### config.mk
export PLATFORM = sky130hd
export DESIGN_NAME = mem_pattern_tester
export DESIGN_NICKNAME = d
export VERILOG_FILES = /design/src/rtl/mte_pkg.sv /design/src/rtl/mte_ctrl.sv /design/src/rtl/mte_dpath.sv /design/src/rtl/mem_pattern_tester.sv
export SDC_FILE = /design/constraint.sdc
export NUM_CORES = 1
export LEC_CHECK = 0
export BUFFER_PORTS_ARGS = -buffer_cell sky130_fd_sc_hd__buf_4
export CORE_ASPECT_RATIO = 0.75
export CORE_MARGIN = 2
export CORE_UTILIZATION = 55
export DETAILED_ROUTE_END_ITERATION = 10
export PLACE_DENSITY = 0.79
export REMOVE_ABC_BUFFERS = 1
export SETUP_SLACK_MARGIN = 0.3
export SLEW_MARGIN = 20
export SYNTH_ARGS = -nofsm -noshare
export SYNTH_HDL_FRONTEND = slang
export SYNTH_SLANG_ARGS = --single-unit
### constraint.sdc
create_clock -name clk -period 5.2 [get_ports clk]
set_input_delay 1.04 -clock clk [delete_from_list [all_inputs] [get_ports clk]]
set_output_delay 1.04 -clock clk [all_outputs]
set_load 0.01 [all_outputs]
### src/rtl/mte_pkg.sv
package mte_pkg;

  typedef enum logic [2:0] {
    ST_IDLE, ST_CHECK, ST_FILL, ST_PATT, ST_READ, ST_WAIT, ST_FINISH
  } mteState_t;

  // strobes from control to datapath
  typedef struct packed {
    logic ldCfg;    // capture candidate and bias
    logic clrOff;
    logic incOff;
    logic clrIdx;
    logic incIdx;
    logic dlySafe;  // load safe delay
    logic dlyCand;  // load captured candidate
    logic we;
    logic wrPat;    // select pattern instead of fill constant
    logic re;
  } mteCtl_t;

  localparam logic [31:0] FILL_WORD = 32'h1f1f1f1f;
  localparam logic [7:0]  SAFE_LANE = 8'h74; // coarse 7, fine 4

endpackage

### src/rtl/mte_ctrl.sv
module mte_ctrl
  import mte_pkg::*;
(
  input  logic    clk,
  input  logic    rstN,
  input  logic    start,
  input  logic    winValid,
  input  logic    idxLast,
  input  logic    rvalid,
  input  logic    match,
  output mteCtl_t ctl,
  output logic    busy,
  output logic    done,
  output logic    pass
);

  mteState_t state, stateNx;
  logic passReg, passNx;

  always_comb begin
    stateNx = state;
    passNx  = passReg;
    ctl     = '0;
    unique case (state)
      ST_IDLE: begin
        if (start) begin
          ctl.ldCfg  = 1'b1;
          ctl.clrOff = 1'b1;
          ctl.clrIdx = 1'b1;
          passNx     = 1'b0;
          stateNx    = ST_CHECK;
        end
      end
      ST_CHECK: begin
        if (winValid) begin
          ctl.dlySafe = 1'b1;
          stateNx     = ST_FILL;
        end else begin
          passNx  = 1'b1;
          stateNx = ST_FINISH;
        end
      end
      ST_FILL: begin
        ctl.we = 1'b1;
        if (idxLast) begin
          ctl.clrIdx = 1'b1;
          stateNx    = ST_PATT;
        end else begin
          ctl.incIdx = 1'b1;
        end
      end
      ST_PATT: begin
        ctl.we    = 1'b1;
        ctl.wrPat = 1'b1;
        if (idxLast) begin
          ctl.clrIdx  = 1'b1;
          ctl.dlyCand = 1'b1;
          stateNx     = ST_READ;
        end else begin
          ctl.incIdx = 1'b1;
        end
      end
      ST_READ: begin
        ctl.re  = 1'b1;
        stateNx = ST_WAIT;
      end
      ST_WAIT: begin
        if (rvalid) begin
          if (!match) begin
            passNx  = 1'b0;
            stateNx = ST_FINISH;
          end else if (idxLast) begin
            ctl.clrIdx = 1'b1;
            ctl.incOff = 1'b1;
            stateNx    = ST_CHECK;
          end else begin
            ctl.incIdx = 1'b1;
            stateNx    = ST_READ;
          end
        end
      end
      ST_FINISH: stateNx = ST_IDLE;
      default:   stateNx = ST_IDLE;
    endcase
  end

  always_ff @(posedge clk) begin
    if (!rstN) begin
      state   <= ST_IDLE;
      passReg <= 1'b0;
    end else begin
      state   <= stateNx;
      passReg <= passNx;
    end
  end

  assign busy = (state != ST_IDLE);
  assign done = (state == ST_FINISH);
  assign pass = passReg;

endmodule

### src/rtl/mte_dpath.sv
module mte_dpath
  import mte_pkg::*;
#(
  parameter int ADDR_W     = 20,
  parameter int DATA_W     = 32,
  parameter int MEM_BYTES  = 1 << 20,
  parameter int LINE_BYTES = 32,
  parameter int WIN_LINES  = 128,
  parameter int DLY_LANES  = 2
) (
  input  logic                   clk,
  input  logic                   rstN,
  input  mteCtl_t                ctl,
  input  logic [DLY_LANES*8-1:0] dlyCand,
  input  logic [DATA_W-1:0]      bias,
  input  logic [DATA_W-1:0]      memRdata,
  output logic [ADDR_W-1:0]      memAddr,
  output logic [DATA_W-1:0]      memWdata,
  output logic [DLY_LANES*8-1:0] dlyOut,
  output logic                   winValid,
  output logic                   idxLast,
  output logic                   match
);

  localparam int WORD_BYTES = DATA_W / 8;
  localparam int WB_SHIFT   = $clog2(WORD_BYTES);
  localparam int WIN_BYTES  = WIN_LINES * LINE_BYTES;
  localparam int WIN_WORDS  = WIN_BYTES / WORD_BYTES;
  localparam int IDX_W      = (WIN_WORDS > 1) ? $clog2(WIN_WORDS) : 1;
  localparam int STEP       = MEM_BYTES / 64;
  localparam int LIMIT      = (MEM_BYTES > WIN_BYTES) ? (MEM_BYTES - WIN_BYTES) : 0;
  localparam int OFF_W      = $clog2(MEM_BYTES) + 2;
  localparam int DLY_W      = DLY_LANES * 8;

  logic [DLY_W-1:0]  safeDly;
  logic [OFF_W-1:0]  offReg;
  logic [IDX_W-1:0]  idxReg;
  logic [DLY_W-1:0]  candReg;
  logic [DATA_W-1:0] biasReg;
  logic [DLY_W-1:0]  dlyReg;
  logic [DATA_W-1:0] pattern;

  for (genvar g = 0; g < DLY_LANES; g++) begin : gSafe
    assign safeDly[g*8 +: 8] = SAFE_LANE;
  end

  always_ff @(posedge clk) begin
    if (!rstN) begin
      offReg  <= '0;
      idxReg  <= '0;
      candReg <= '0;
      biasReg <= '0;
      dlyReg  <= safeDly;
    end else begin
      if (ctl.ldCfg) begin
        candReg <= dlyCand;
        biasReg <= bias;
      end
      if (ctl.clrOff)      offReg <= '0;
      else if (ctl.incOff) offReg <= offReg + OFF_W'(STEP);
      if (ctl.clrIdx)      idxReg <= '0;
      else if (ctl.incIdx) idxReg <= idxReg + 1'b1;
      if (ctl.dlySafe)      dlyReg <= safeDly;
      else if (ctl.dlyCand) dlyReg <= candReg;
    end
  end

  assign winValid = offReg < OFF_W'(LIMIT);
  assign idxLast  = idxReg == IDX_W'(WIN_WORDS - 1);
  assign pattern  = DATA_W'(offReg) + DATA_W'(idxReg) + biasReg;
  assign match    = memRdata == pattern;
  assign memAddr  = ADDR_W'(offReg) + (ADDR_W'(idxReg) << WB_SHIFT);
  assign memWdata = ctl.wrPat ? pattern : DATA_W'(FILL_WORD);
  assign dlyOut   = dlyReg;

endmodule

### src/rtl/mem_pattern_tester.sv
module mem_pattern_tester
  import mte_pkg::*;
#(
  parameter int ADDR_W     = 20,
  parameter int DATA_W     = 32,
  parameter int MEM_BYTES  = 1 << 20,
  parameter int LINE_BYTES = 32,
  parameter int WIN_LINES  = 128,
  parameter int DLY_LANES  = 2
) (
  input  logic                   clk,
  input  logic                   rstN,
  input  logic                   start,
  input  logic [DLY_LANES*8-1:0] dlyCand,
  input  logic [DATA_W-1:0]      bias,
  output logic [ADDR_W-1:0]      memAddr,
  output logic [DATA_W-1:0]      memWdata,
  output logic                   memWe,
  output logic                   memRe,
  input  logic [DATA_W-1:0]      memRdata,
  input  logic                   memRvalid,
  output logic [DLY_LANES*8-1:0] dlyOut,
  output logic                   done,
  output logic                   pass
);

  mteCtl_t ctl;
  logic winValid, idxLast, match, busy;

  mte_ctrl uCtrl (
    .clk(clk), .rstN(rstN), .start(start), .winValid(winValid),
    .idxLast(idxLast), .rvalid(memRvalid), .match(match),
    .ctl(ctl), .busy(busy), .done(done), .pass(pass)
  );

  mte_dpath #(
    .ADDR_W(ADDR_W), .DATA_W(DATA_W), .MEM_BYTES(MEM_BYTES),
    .LINE_BYTES(LINE_BYTES), .WIN_LINES(WIN_LINES), .DLY_LANES(DLY_LANES)
  ) uDpath (
    .clk(clk), .rstN(rstN), .ctl(ctl), .dlyCand(dlyCand), .bias(bias),
    .memRdata(memRdata), .memAddr(memAddr), .memWdata(memWdata),
    .dlyOut(dlyOut), .winValid(winValid), .idxLast(idxLast), .match(match)
  );

  assign memWe = ctl.we;
  assign memRe = ctl.re;

endmodule

### Yosys cells after proc, flatten, opt, wreduce, memory -nomap -nowiden

Index checks and enable logic that the tools add are counted.

| word-level totals | value |
|---|---|
| register bits | 100 |
| input bits | 84 |
| output and inout port bits | 72 |
| logic and storage cells | 67 |

| operators by class | value |
|---|---|
| $add $sub $neg | 5 |
| $lt $le $gt $ge | 1 |
| eq/ne operators | 14 |
| mux-type cells | 31 |
| bitwise gates (word level) | 1 |
| reduce and logical (&&, ||, !) cells | 8 |

Operators with widths:

| operator | number |
|---|---|
| adder 32 bit | 1 |
| == test 32 bit | 1 |
| 2-to-1 mux 32 bit | 1 |
| 2-to-1 mux 3 bit | 9 |
| adder 22 x 10 -> 23 bit | 1 |
| adder 22 x 15 -> 22 bit, second input constant | 1 |
| less-than comparator 22 x 20 -> 1 bit, second input constant | 1 |
| adder 20 x 12 -> 20 bit | 1 |
| case mux 3 bit (6 select lines) | 1 |
| 2-to-1 mux 1 bit | 14 |
| != test 2 bit, second input constant | 6 |
| adder 10 x 1 -> 10 bit, second input constant | 1 |
| == test 10 bit, second input constant | 1 |
| == test 3 bit, second input constant | 3 |
| OR reduction 2 bit | 4 |
| == test 3 x 2 -> 1 bit, second input constant | 2 |
| 2-to-1 mux 2 bit | 3 |
| case mux 1 bit (3 select lines) | 2 |
| AND reduction 5 bit | 1 |
| AND reduction 4 bit | 1 |
| == test 3 x 1 -> 1 bit, second input constant | 1 |
| zero test 3 bit | 1 |
| nonzero test 3 bit | 1 |
| case mux 1 bit (2 select lines) | 1 |
| NOT 1 bit | 1 |

### Logic depth before layout (Yosys ltp)

Gate-level depths: netlist of the first run.

| depth | value |
|---|---|
| word-level depth | 7 |
| depth in mapped cells | 14 |
| depth with buffers taken out | 13 |

### Modules after synthesis

Synthesis of the first run repeated with hierarchy kept, for this count alone.

| unflattened totals | value |
|---|---|
| cells, all modules | 663 |
| area total of the unflattened synthesis | 5681.7 sq um |

Modules (own cells, without submodules):

| module | instances | cells an instance | area each (sq um) | sequential area each (sq um) |
|---|---|---|---|---|
| mte_dpath | 1 | 612 | 5267.6 | 1641.6 |
| mte_ctrl | 1 | 51 | 414.1 | 80.1 |

### Worst setup path before layout of the first run

OpenSTA, ideal clock, no wires.

| timing | value |
|---|---|
| path type | register to register |
| start | register uDpath.idxReg[0] |
| end | register uDpath.offReg[16] |
| setup time | 0.116 ns |
| data arrival time | 3.904 ns |
| data required time | 5.084 ns |
| slack | 1.179 ns |
| cell stages (with the launch flop) | 14 |
| buffers on the path | 0 |
| period minus slack after synthesis | 4.021 ns |
| path through | dfxtp_1 ha_1 inv_1 fa_1 nand2b_1 a211oi_2 o21bai_1 o31ai_2 a21oi_1 xnor3_1 or4b_4 nor4_4 a21oi_1 a31o_2 |

| on the way | value |
|---|---|
| longest elaborated chain between the ends | 6 |
| elaborated cells on any way between the ends | 8 |
| classes of those cells | add/sub (2); eq/ne (2); mux (4) |

RTL lines:

| element | line | text |
|---|---|---|
| from (decl) | mte_dpath.sv:37 | `logic [IDX_W-1:0] idxReg;` |
| from (signal assigned) | mte_dpath.sv:62 | `else if (ctl.incIdx) idxReg <= idxReg + 1'b1;` |
| adder 22 x 10 -> 23 bit | mte_dpath.sv:70 | `assign pattern = DATA_W'(offReg) + DATA_W'(idxReg) + biasReg;` |
| adder 32 bit | mte_dpath.sv:70 |  |
| == test 32 bit | mte_dpath.sv:71 | `assign match = memRdata == pattern;` |
| 2-to-1 mux 3 bit (*) | mte_ctrl.sv:69 | `if (!match) begin` |
| 2-to-1 mux 3 bit (*) | mte_ctrl.sv:68 | `if (rvalid) begin` |
| 2-to-1 mux 1 bit (*) | mte_ctrl.sv:24 | `unique case (state)` |
| to (signal assigned) | mte_dpath.sv:60 | `else if (ctl.incOff) offReg <= offReg + OFF_W'(STEP);` |
| to (decl) | mte_dpath.sv:36 | `logic [OFF_W-1:0] offReg;` |

Every way passes the cells marked *; elsewhere a longest branch is shown, timed or not.
A chain may end at the register's enable or synchronous reset.

### Final worst setup path of the first run

Ends and elaborated chain as after synthesis.

==> results.md, run 1 <==
* Relative slew slack at 26.89%
* Top Usage Layer GRT: met1
* Initial Util at a little under three fifths
* Endpoints failing hold at 0
* All-layer global routing usage at about a third
* Final period util at 88.99%
* Post-route DRC at 0
* Count of TritonRoute iterations in the first routing pass at 5
* CTS tree: yes
* Rows at 34
* Share of cells above drive strength 1 at between 10% and 20%
* Final setup vio count at 0
* Setup CP Type: flop to flop
* Multi-input logic area at about 4500 um2
* Crit path to: uDpath.offReg[16]
* Register-to-Register Setup Slack at approximately 0.57 ns
* Ys async rst share at 0%
* PortBufs at around 150
* Die width at 130.5 um
* Synthesized area per cell at a little over 7 um2
* Dominant synthesized flop cell: dfxtp_1
* Yosys cell types at 77
* Area growth syn-to-layout at 21.23%
* Clock latency at the later pin of the worst-skew pair at roughly 0.35 ns
* Critical path capture point type: flop
* Post-route ant nets at 0
* Vert. Die Dim at ~99 um
* Pwr dens at 231.2 nW/um2
* Met2 Use GR at 49.52%
* Dominant cell type by area after synthesis: dfxtp_1
* M1 GR Usage at 49.66%
* Core area at 11660 um2
* Clk slew on worst S/H paths at roughly 0.07 ns
* Die area at about 13000 um2
* First-pass GRT wire length at 34.13 mm
* Area contributors post-synth: dfxtp_1 (26%), nand2_1 (12%), a21oi_1 (7.2%)
* Vias per cell at between 6 and 7
* Setup Skew at 0.01039 ns
* Crit-path max FO at 9
* Reg area at approximately 1700 um2
* Worst IR Drop VDD at around 0.14 mV
* Unrepaired setup endpoints after global routing: false
* RR Endpoint: uDpath.offReg[16]
* Register area share after synthesis at approximately a quarter
* Worst Hold Class: flop to flop
* Cell area after synthesis at between 6000 and 7000 um2
* DRT iter0 DRCs at 683
* Origin of the critical flop-to-flop path: uDpath.idxReg[0]
* Yosys reg bits at 86
* Yosys warns at 0
* Initial antenna violation count at 0
* Fmax at 216.1 MHz
* Largest net degree at the start of global routing at 57
* TritonCTS Sinks at 86
* Post-Syn Instances at a little over 900
* Max Slew Vio Count at 0
* Total Neg Setup Slack at 0 ns
* Max cap viols at 0
* Met3 usage at around 5.0%
* Outcome: finished, final reports clean
* Placer Congestion at 1.015
* DP HPWL at approximately 16 mm
* Min-delay src: uDpath.candReg[10]
* Slew @ Worst Pin at ~1.1 ns
* Cells on worst reg2reg path at 14
* Longest Clk Path Bufs at 2
* Overall routed net length at roughly 22 mm
* CP Launch Type: flop
* Critical Path Source: uDpath.idxReg[0]
* Fin nets at between 1000 and 1500
* Vias in the first global route at 6592
* CP required at around 5.4 ns
* Critical Path AT at between 4 and 5 ns
* Lkg Pwr at between 3 and 4 nW
* Fin crit period at 4.627 ns
* DR WL/cell at 17.96 um
* Htree depth at 3
* Remaining Overflow, GRT at 0
* Total CTS buffers at 9
* Number of synthesized flops with an enable pin at 0
* Final core occ at about two thirds
* Share of the synthesized area in the top cell type at 26.08%
* Root Driver: clkbuf_16
* Vias post-DR at between 7000 and 8000
* FILL cells at about 1100
* Num ports at around 160
* Ant diodes at 0
## worst min path at each step
| stage | endpoint | slack (ns) | cells past startpoint |
|---|---|---|---|
| 2_1_floorplan | uDpath.dlyOut[0] | 0.43 | 2 |
| 3_3_place_gp | uDpath.dlyOut[9] | 0.44 | 2 |
| 3_5_place_dp | uDpath.dlyOut[7] | 0.44 | 2 |
| 4_1_cts | uDpath.dlyOut[7] | 0.45 | 2 |
| 5_1_grt | uDpath.dlyOut[8] | 0.48 | 2 |
| 6_report | uDpath.candReg[10] | 0.46 | 2 |
## routing by layer
layer	wire [um]	vias up	share of wire, %
li1	-	3509	-
met1	10160	3366	47
met2	9260	344	43
met3	1709	34	7.9
met4	453	0	2.1
met5	0	-	0
## cell usage in the layout, fill, tap and decap left out, types with 14 or more instances in the layout
cell type and instances:
nand2_1 208, buf_4 159, a21oi_1 95, dfxtp_1 86, nor2_1 62, nand3_1 40, xnor2_1 29, nand4_1 25
inv_1 24, nor3_1 23, o21ai_0 23, xor2_1 23, ha_1 20, o211ai_1 16, and3_1 15, mux2i_1 14
## registers in the layout (all words and copies together), names as in the netlist
register and flops:
uDpath.dlyOut 16, uCtrl.pass 1, uDpath.biasReg 32, uDpath.candReg 16
uCtrl.state 3, uDpath.offReg 8, uDpath.idxReg 10
## power by group
| part | switching [mW] | internal (mW) | leakage [nW] |
|---|---|---|---|
| registers | 0.0547 | 0.701 | 0.700 |
| clock network | 0.296 | 0.335 | 0.144 |
| logic | 0.274 | 0.190 | 2.43 |
## through the flow
| stage | hold slack, ns | power (mW) | area, um2 | setup WS (ns) | std cells |
|---|---|---|---|---|---|
| CTS | 0.4528 | 1.843 | 7999 | 0.4630 | 1202 |
| global placement | 0.4393 | 1.219 | 7714 | 0.7691 | 1186 |
| finish | 0.4553 | 1.850 | 8003 | 0.5726 | 1202 |
| floorplan | 0.4321 | 1.034 | 6307 | 0.9956 | 865 |
| detailed placement | 0.4417 | 1.223 | 7714 | 0.4842 | 1186 |
| global route | 0.4781 | 1.931 | 8003 | 0.3023 | 1202 |
## area by class of cell
type	count	share of cell area (%)
clock inverter	7	0.7505
tap	162	2.533
timing repair buffer	159	14.92
multi-input combinational	755	56.35
clock buffer	9	2.814
sequential	86	21.51
inverter	24	1.126
## cell families (layout without fill, tap and decap cells)
| logic type | after synthesis | in the layout | share of synthesized area [%] |
|---|---|---|---|
| buffers and inverters | 90 | 199 | 5.989 |
| AND/OR/NAND/NOR | 441 | 441 | 31.60 |
| multiplexers | 17 | 17 | 2.691 |
| XOR/XNOR | 56 | 56 | 8.283 |
| adder cells (fa/ha/maj) | 21 | 21 | 4.094 |
| flip-flops | 86 | 86 | 26.08 |
| other | 1 | 4 | 0.05681 |
| AO/OA/AOI/OAI | 216 | 216 | 21.21 |
## cell usage after synthesis (all sizes together), types with 10 or more instances
library cell and instances:
inv 24, a21o 10, and3 15, nand3 40
o211ai 16, xnor2 29, nor2 65, xor2 23
dfxtp 86, nand2 208, o21ai 24, clkbuf 43
a21oi 96, nand4 25, nand2b 13, buf 23
mux2i 14, ha 20, nor3 23
## critical path: stages (launching register included)
cell	delay, ns
dfxtp_1	0.44
ha_1	0.21
inv_1	0.05
fa_1	0.40
nand2b_1	0.19
a211oi_2	0.38
o21ai_0	0.16
buf_4	0.18
a21oi_1	0.28
o21ai_0	0.25
a2111oi_1	0.62
nand4_1	0.36
nor4_4	0.63
a21oi_1	0.14
a31o_2	0.23
## timing repair
| item | CTS | global route |
|---|---|---|
| setup buffers | 0 | 0 |
| endpoints found under the setup margin | 0 | 13 |
| gates resized for setup | 0 | 1 |
| hold buffers | 0 | 0 |
| endpoints found under the hold margin | 0 | 0 |
Power figures use the tool's default switching activity.
==> run 2: changes to the inputs <==
--- a/config.mk
+++ b/config.mk
@@ -5,15 +5,16 @@
 export SDC_FILE = /design/constraint.sdc
 export NUM_CORES = 1
 export LEC_CHECK = 0
-export BUFFER_PORTS_ARGS = -buffer_cell sky130_fd_sc_hd__buf_4
 export CORE_ASPECT_RATIO = 0.75
 export CORE_MARGIN = 2
-export CORE_UTILIZATION = 55
+export CORE_UTILIZATION = 64
 export DETAILED_ROUTE_END_ITERATION = 10
-export PLACE_DENSITY = 0.79
+export DONT_BUFFER_PORTS = 1
+export PLACE_DENSITY = 0.78
 export REMOVE_ABC_BUFFERS = 1
 export SETUP_SLACK_MARGIN = 0.3
 export SLEW_MARGIN = 20
 export SYNTH_ARGS = -nofsm -noshare
 export SYNTH_HDL_FRONTEND = slang
+export SYNTH_HIERARCHICAL = 1
 export SYNTH_SLANG_ARGS = --single-unit
==> results.md, run 2 <==
* Max cap viols at 0
* Most common library cell in the layout ignoring fill and taps: dfxtp_1
* Clk slew on worst S/H paths at about 0.06 ns
* Remaining Overflow, GRT at 0
* Combinational share of power at about a third
* FILL cells at roughly 670
* Most frequent cells in the layout: dfxtp_1 (84), mux2i_1 (70), nor2b_1 (54), nor2_1 (53), nand2_1 (51)
* Total CTS buffers at 9
* Core area at ~8500 um2
* Ant diodes at 0
* Number of synthesized flops with an enable pin at 0
* Htree depth at 3
* CP required at ~5.4 ns
* Area contributors post-synth: dfxtp_1 (30%), mux2i_1 (12%), nor2b_1 (5.9%)
* All-layer global routing usage at about 30%
* Share of cells above drive strength 1 at about 10%
* Most common cell in the netlist: dfxtp_1
* Yosys cell types at 68
* Overall routed net length at between 15 and 20 mm
* Endpoints failing hold at 0
* Net Sw Frac at 35.52%
* Longest Clk Path Bufs at 2
* Die area at about 9700 um2
* Initial Util at about two thirds
* Final period util at between 90 and 100%
* Critical Path AT at 5.13 ns
* PortBufs at 0
* CP Launch Type: flop
* Fmax at about 200 MHz
* WHS Path Cells at 2
* First-pass GRT wire length at ~23 mm
* Vias in the first global route at around 4500
* Setup CP Type: flop to flop
* Min-delay src: uDpath/candReg[6]
* Yosys reg bits at 86
* Seq pwr share at a little under two fifths
* Outcome: finished, final reports clean
* Num ports at 156
* DRT iter0 DRCs at 302
* Vias per cell at 6.309
* Post-Syn Instances at ~660
* Unrepaired setup endpoints after global routing: true
* Root Driver: clkbuf_16
* WHS Endpoint: uDpath/dlyOut[6]
* Ys async rst share at 0%
* Dominant cell type by area after synthesis: dfxtp_1
* Crit-path max FO at 4
* CP cell instances: ha_4, fa_2, a211o_1, a221o_1, a211o_4, a31o_4, a221o_1, xnor2_2, xnor2_2, nor4_2, nor4bb_4, buf_4, and2_4, nand3_2, a21oi_4, and3_4, nand4_1, xor2_1, nor2_1
* Clock latency at the later pin of the worst-skew pair at 0.34 ns
* Origin of the critical flop-to-flop path: uDpath/biasReg[0]
* Worst Hold Class: flop to flop
* Fin nets at approximately 750
* Synthesized area per cell at between 8 and 9 um2
* Share of the synthesized area in the top cell type at between 30% and 40%
* Cells on worst reg2reg path at 19
* Max FFs per register at 32
* Yosys warns at 6
* Fin crit period at 4.901 ns
* Cell area after synthesis at 5682 um2
* TritonCTS Sinks at 86
* Area growth syn-to-layout at 8.478%
* Pwr dens at approximately 370 nW/um2
* Register area share after synthesis at just over 30%
* Placer Congestion at approximately 0.95
* Post-route DRC at 0
* Register-to-Register Setup Slack at ~0.30 ns
* Die width at approximately 110 um
* RR Endpoint: uDpath/idxReg[9]
* Dominant synthesized flop cell: dfxtp_1
* Switch Pwr at just over 0.8 mW
* Final setup vio count at 0
* CP Buf/Inv Count at 1
* Worst hold margin at 0.4827 ns
* DP HPWL at between 10 and 15 mm
* Vert. Die Dim at approximately 86 um
* Max Slew Vio Count at 0
* CTS tree: yes
* Clock network power share at 27.8%
* Total Neg Setup Slack at 0 ns
* DR WL/cell at between 15 and 20 um
* Vias post-DR at slightly below 5000
* Crit path max-delay family: compound AO/OA/AOI/OAI gates
* Initial antenna violation count at 0
* Rows at 29
* Largest net degree at the start of global routing at 58
* P_int at between 1 and 1.5 mW
* Post-route ant nets at 0
* Worst IR Drop VDD at between 0.2 and 0.3 mV
* Count of TritonRoute iterations in the first routing pass at 5
* Largest stage delay, worst path at between 0.3 and 0.4 ns
* Critical path capture point type: flop
* Synth cell count leaders: dfxtp_1 (86), mux2i_1 (70), nor2_1 (55)
* Slowest CP cell: a211o_4
* Setup Skew at 0.006849 ns
* Relative slew slack at between 30 and 40%
* Slew @ Worst Pin at 0.9933 ns
* Largest register by flop count: uDpath/biasReg
* Lkg Pwr at 2.331 nW
* Hold buffer count at CTS at 0
## run 2: cell types whose count changed in the layout (fill, tap and decap cells not counted), moves of 14 or more
cell,previous run,this run
buf_4,159,17
mux2i_1,14,70
a21oi_1,95,15
nor2b_1,4,54
inv_1,24,10
nand3_1,40,9
nand2_1,208,51
## run 2: worst max-delay path by stage
stage | start | cells past startpoint | slack, ns | to
3_5_place_dp | uDpath/idxReg[0] | 19 | -0.001 | uDpath/idxReg[9]
4_1_cts | uDpath/idxReg[0] | 17 | 0.32 | uDpath/offReg[21]
2_1_floorplan | uDpath/idxReg[0] | 18 | 0.45 | uDpath/idxReg[9]
6_report | uDpath/biasReg[0] | 19 | 0.30 | uDpath/idxReg[9]
5_1_grt | uDpath/biasReg[0] | 19 | 0.13 | uDpath/idxReg[9]
3_3_place_gp | uDpath/idxReg[0] | 19 | 0.16 | uDpath/idxReg[9]
## run 2: kinds of logic after synthesis
group / synth area share [%]
other: 0.06600
adders and majority gates: 4.757
and+or+nand+nor: 23.81
DFF: 30.30
xor gates and xnor gates: 11.32
buffers and inverters: 4.911
muxes: 12.33
AOI/OAI and AO/OA: 12.51
## run 2: layer usage
layer / track usage (%) / share of wire [%]
met2: 49.97 / 47
met4: 7.650 / 1.9
met5: 0 / 0
met3: 8.834 / 9.2
met1: 38.69 / 42
## run 2: cell type report
class / count / area [um2] / share of cell area (%)
Multi-Input combinational cell: 524 / 3840 / 62.30
Sequential cell: 86 / 1724 / 27.97
Clock buffer: 10 / 229.0 / 3.715
Timing Repair Buffer: 18 / 138.9 / 2.253
Tap cell: 108 / 135.1 / 2.192
Clock inverter: 5 / 58.81 / 0.9541
Inverter: 10 / 37.54 / 0.6090
## run 2: stage by stage
stage               util [%]  total power, mW  worst slack (ns)  instances  area (um2)
global placement       66.25            1.556            0.1606        735        5649
CTS                    70.42            2.223            0.3210        753        6005
finish                 72.28            2.265            0.2994        761        6163
floorplan                  -            1.439            0.4515        620        5451
global route           72.28            2.374            0.1300        761        6163
detailed placement     66.25            1.584         -0.001027        735        5649
## run 2: power groups by stage
stage / sequential [mW] / combinational, mW / clock [mW]
finish: 0.858 / 0.777 / 0.630
global route: 0.870 / 0.837 / 0.667
CTS: 0.849 / 0.734 / 0.640
detailed placement: 0.863 / 0.721 / 0
global placement: 0.854 / 0.702 / 0
floorplan: 0.834 / 0.605 / 0
## run 2: worst min-delay path: stages (launching register included)
cell and delay, ns:
dfxtp_1 0.33, mux2i_1 0.07, nand2_1 0.06
## run 2: repair_timing
item,4_1_cts,5_1_grt
setup endpoints to repair,18,17
gates resized for setup,9,24
setup buffers,3,8
pin swaps,3,18
==> run 3: changes to the inputs <==
--- a/config.mk
+++ b/config.mk
@@ -7,14 +7,14 @@
 export LEC_CHECK = 0
 export CORE_ASPECT_RATIO = 0.75
 export CORE_MARGIN = 2
-export CORE_UTILIZATION = 64
+export CORE_UTILIZATION = 63
 export DETAILED_ROUTE_END_ITERATION = 10
 export DONT_BUFFER_PORTS = 1
-export PLACE_DENSITY = 0.78
+export MAX_ROUTING_LAYER = met4
+export PLACE_DENSITY = 0.77
 export REMOVE_ABC_BUFFERS = 1
 export SETUP_SLACK_MARGIN = 0.3
 export SLEW_MARGIN = 20
 export SYNTH_ARGS = -nofsm -noshare
 export SYNTH_HDL_FRONTEND = slang
-export SYNTH_HIERARCHICAL = 1
 export SYNTH_SLANG_ARGS = --single-unit
==> results.md, run 3 (synthesis gave the netlist of run 1 again) <==
* Outcome: finished, final reports clean
* Pwr dens at approximately 260 nW/um2
* Htree depth at 3
* Unrepaired setup endpoints after global routing: false
* Vias post-DR at 7046
* Count of TritonRoute iterations in the first routing pass at 6
* Final setup vio count at 0
* Crit-path max FO at 10
* Initial Util at between 60% and 70%
* Fin nets at 990
* DR WL/cell at 21.53 um
* Min-delay src: uDpath.candReg[11]
* Area growth syn-to-layout at 4.132%
* Fin crit period at ~4.6 ns
* Final std cells w/o fill at just over 1000
* Longest Clk Path Bufs at 2
* Ant diodes at 0
* Final core occ at between 60% and 70%
* Vias per cell at between 6 and 7
* Vert. Die Dim at roughly 93 um
* Max FFs per register at 32
* RR Endpoint: uDpath.idxReg[2]
* Die width at 122.2 um
* Final period util at 88.91%
* CTS tree: yes
* Fmax at 216.3 MHz
* FILL cells at 872
* Initial antenna violation count at 0
* Setup Skew at 0.006289 ns
* Clock latency at the later pin of the worst-skew pair at 0.34 ns
* WHS Path Cells at 2
* Cell area after layout at 6874 um2
* Placer Congestion at 1.008
* Max Slew Vio Count at 0
* Setup ws final at slightly below 0.6 ns
* Clk slew on worst S/H paths at about 0.060 ns
* Overall routed net length at around 22 mm
* Setup CP Type: flop to flop
* Most common library cell in the layout ignoring fill and taps: nand2_1
* Cell Area, Placed at approximately 6500 um2
* Max cap viols at 0
* PortBufs at 0
* CP required at approximately 5.4 ns
* Num ports at roughly 160
* Critical path capture point type: flop
* First-pass GRT wire length at 33.75 mm
* Most frequent cells in the layout: nand2_1 (208), a21oi_1 (95), dfxtp_1 (86), nor2_1 (63), nand3_1 (40)
* Placed cells at slightly above 1000
* Largest register by flop count: uDpath.biasReg
* Rows at 32
* Critical Path AT at about 4.8 ns
* Vias in the first global route at around 6300
* Endpoints failing hold at 0
* TritonCTS Sinks at between 80 and 90
* Worst IR Drop VDD at about 0.24 mV
* Lkg Pwr at approximately 2.5 nW
* Slew @ Worst Pin at ~1.1 ns
* WHS Endpoint: uDpath.candReg[11]
* Die area at 11320 um2
* Relative slew slack at 29.28%
* Remaining Overflow, GRT at 0
* DRT iter0 DRCs at 886
* Worst Hold Class: flop to flop
* CP Launch Type: flop
* Core area at approximately 10000 um2
* Post-route ant nets at 0
* Total CTS buffers at 9
* DP HPWL at ~17 mm
* Origin of the critical flop-to-flop path: uDpath.idxReg[0]
* Root Driver: clkbuf_16
* Post-route DRC at 0
* Setup slack at placement at 0.3195 ns
* Share of cells above drive strength 1 at between 5 and 6%
* Cells on worst reg2reg path at 15
* Largest net degree at the start of global routing at 55
* Register-to-Register Setup Slack at just under 0.6 ns
* Total Neg Setup Slack at 0 ns
* All-layer global routing usage at between 30 and 40%
run 3: changes by cell type in the layout (fill, tap and decap cells not counted), moves of 9 or more:
cell      previous run  this run
inv_1               10        24
buf_4               17         8
a21oi_1             15        95
nand2_1             51       208
nor2b_1             54         4
o21ai_0             14        23
nor2_1              53        63
nand3_1              9        40
o211ai_1             5        16
mux2i_1             70        14
nor3_1              10        23
run 3: through the flow:
stage / hold slack (ns) / total power [mW]
floorplan: 0.4321 / 1.034
detailed placement: 0.4454 / 1.150
global placement: 0.4385 / 1.134
CTS: 0.4541 / 1.794
finish: 0.4568 / 1.814
global route: 0.4798 / 1.879
run 3: repair_timing:
action	4_1_cts	5_1_grt
setup endpoints to repair	0	20
buffers inserted	0	3
resized for setup	0	1
hold buffers	0	0
run 3: worst max-delay path, stage by stage, from the launching register on:
cell,delay [ns]
dfxtp_1,0.50
ha_1,0.24
inv_1,0.07
fa_1,0.41
nand2b_1,0.20
a211oi_2,0.36
o21ai_0,0.38
a21oi_1,0.42
o21ai_0,0.23
a2111oi_0,0.49
nand4_1,0.14
buf_4,0.20
nor4_4,0.26
buf_4,0.23
mux2i_1,0.20
o311ai_0,0.14
run 3: layout make-up:
type | instances | area [um2] | area share, %
sequential | 86 | 1722 | 25.05
inverter | 24 | 90.09 | 1.311
timing repair buffer | 9 | 80.08 | 1.165
multi-input combinational | 755 | 4514 | 65.67
clock inverter | 7 | 72.57 | 1.056
clock buffer | 9 | 225.2 | 3.276
tap | 136 | 170.2 | 2.475
run 3: worst max path at each step:
stage	startpoint	to	cells after the start	slack, ns
floorplan	start	uDpath.idxReg[2]	6	1.0
global placement	uDpath.idxReg[0]	uDpath.idxReg[2]	13	0.60
detailed placement	uDpath.idxReg[0]	uDpath.idxReg[2]	13	0.32
CTS	uDpath.idxReg[0]	uDpath.idxReg[2]	13	0.32
global route	uDpath.idxReg[0]	uDpath.idxReg[2]	15	0.37
finish	uDpath.idxReg[0]	uDpath.idxReg[2]	15	0.58
run 3: layer usage:
layer	GRT usage, %	wire length [um]	part of all wire, %
met1	52.29	9065	41
met3	9.729	2437	11
met2	58.38	9795	44
met4	14.85	788	3.6
met5	-	0	0
run 3: report_power, final:
group,switching [mW],internal (mW)
logic,0.262,0.135
registers,0.0603,0.701
clock network,0.281,0.374
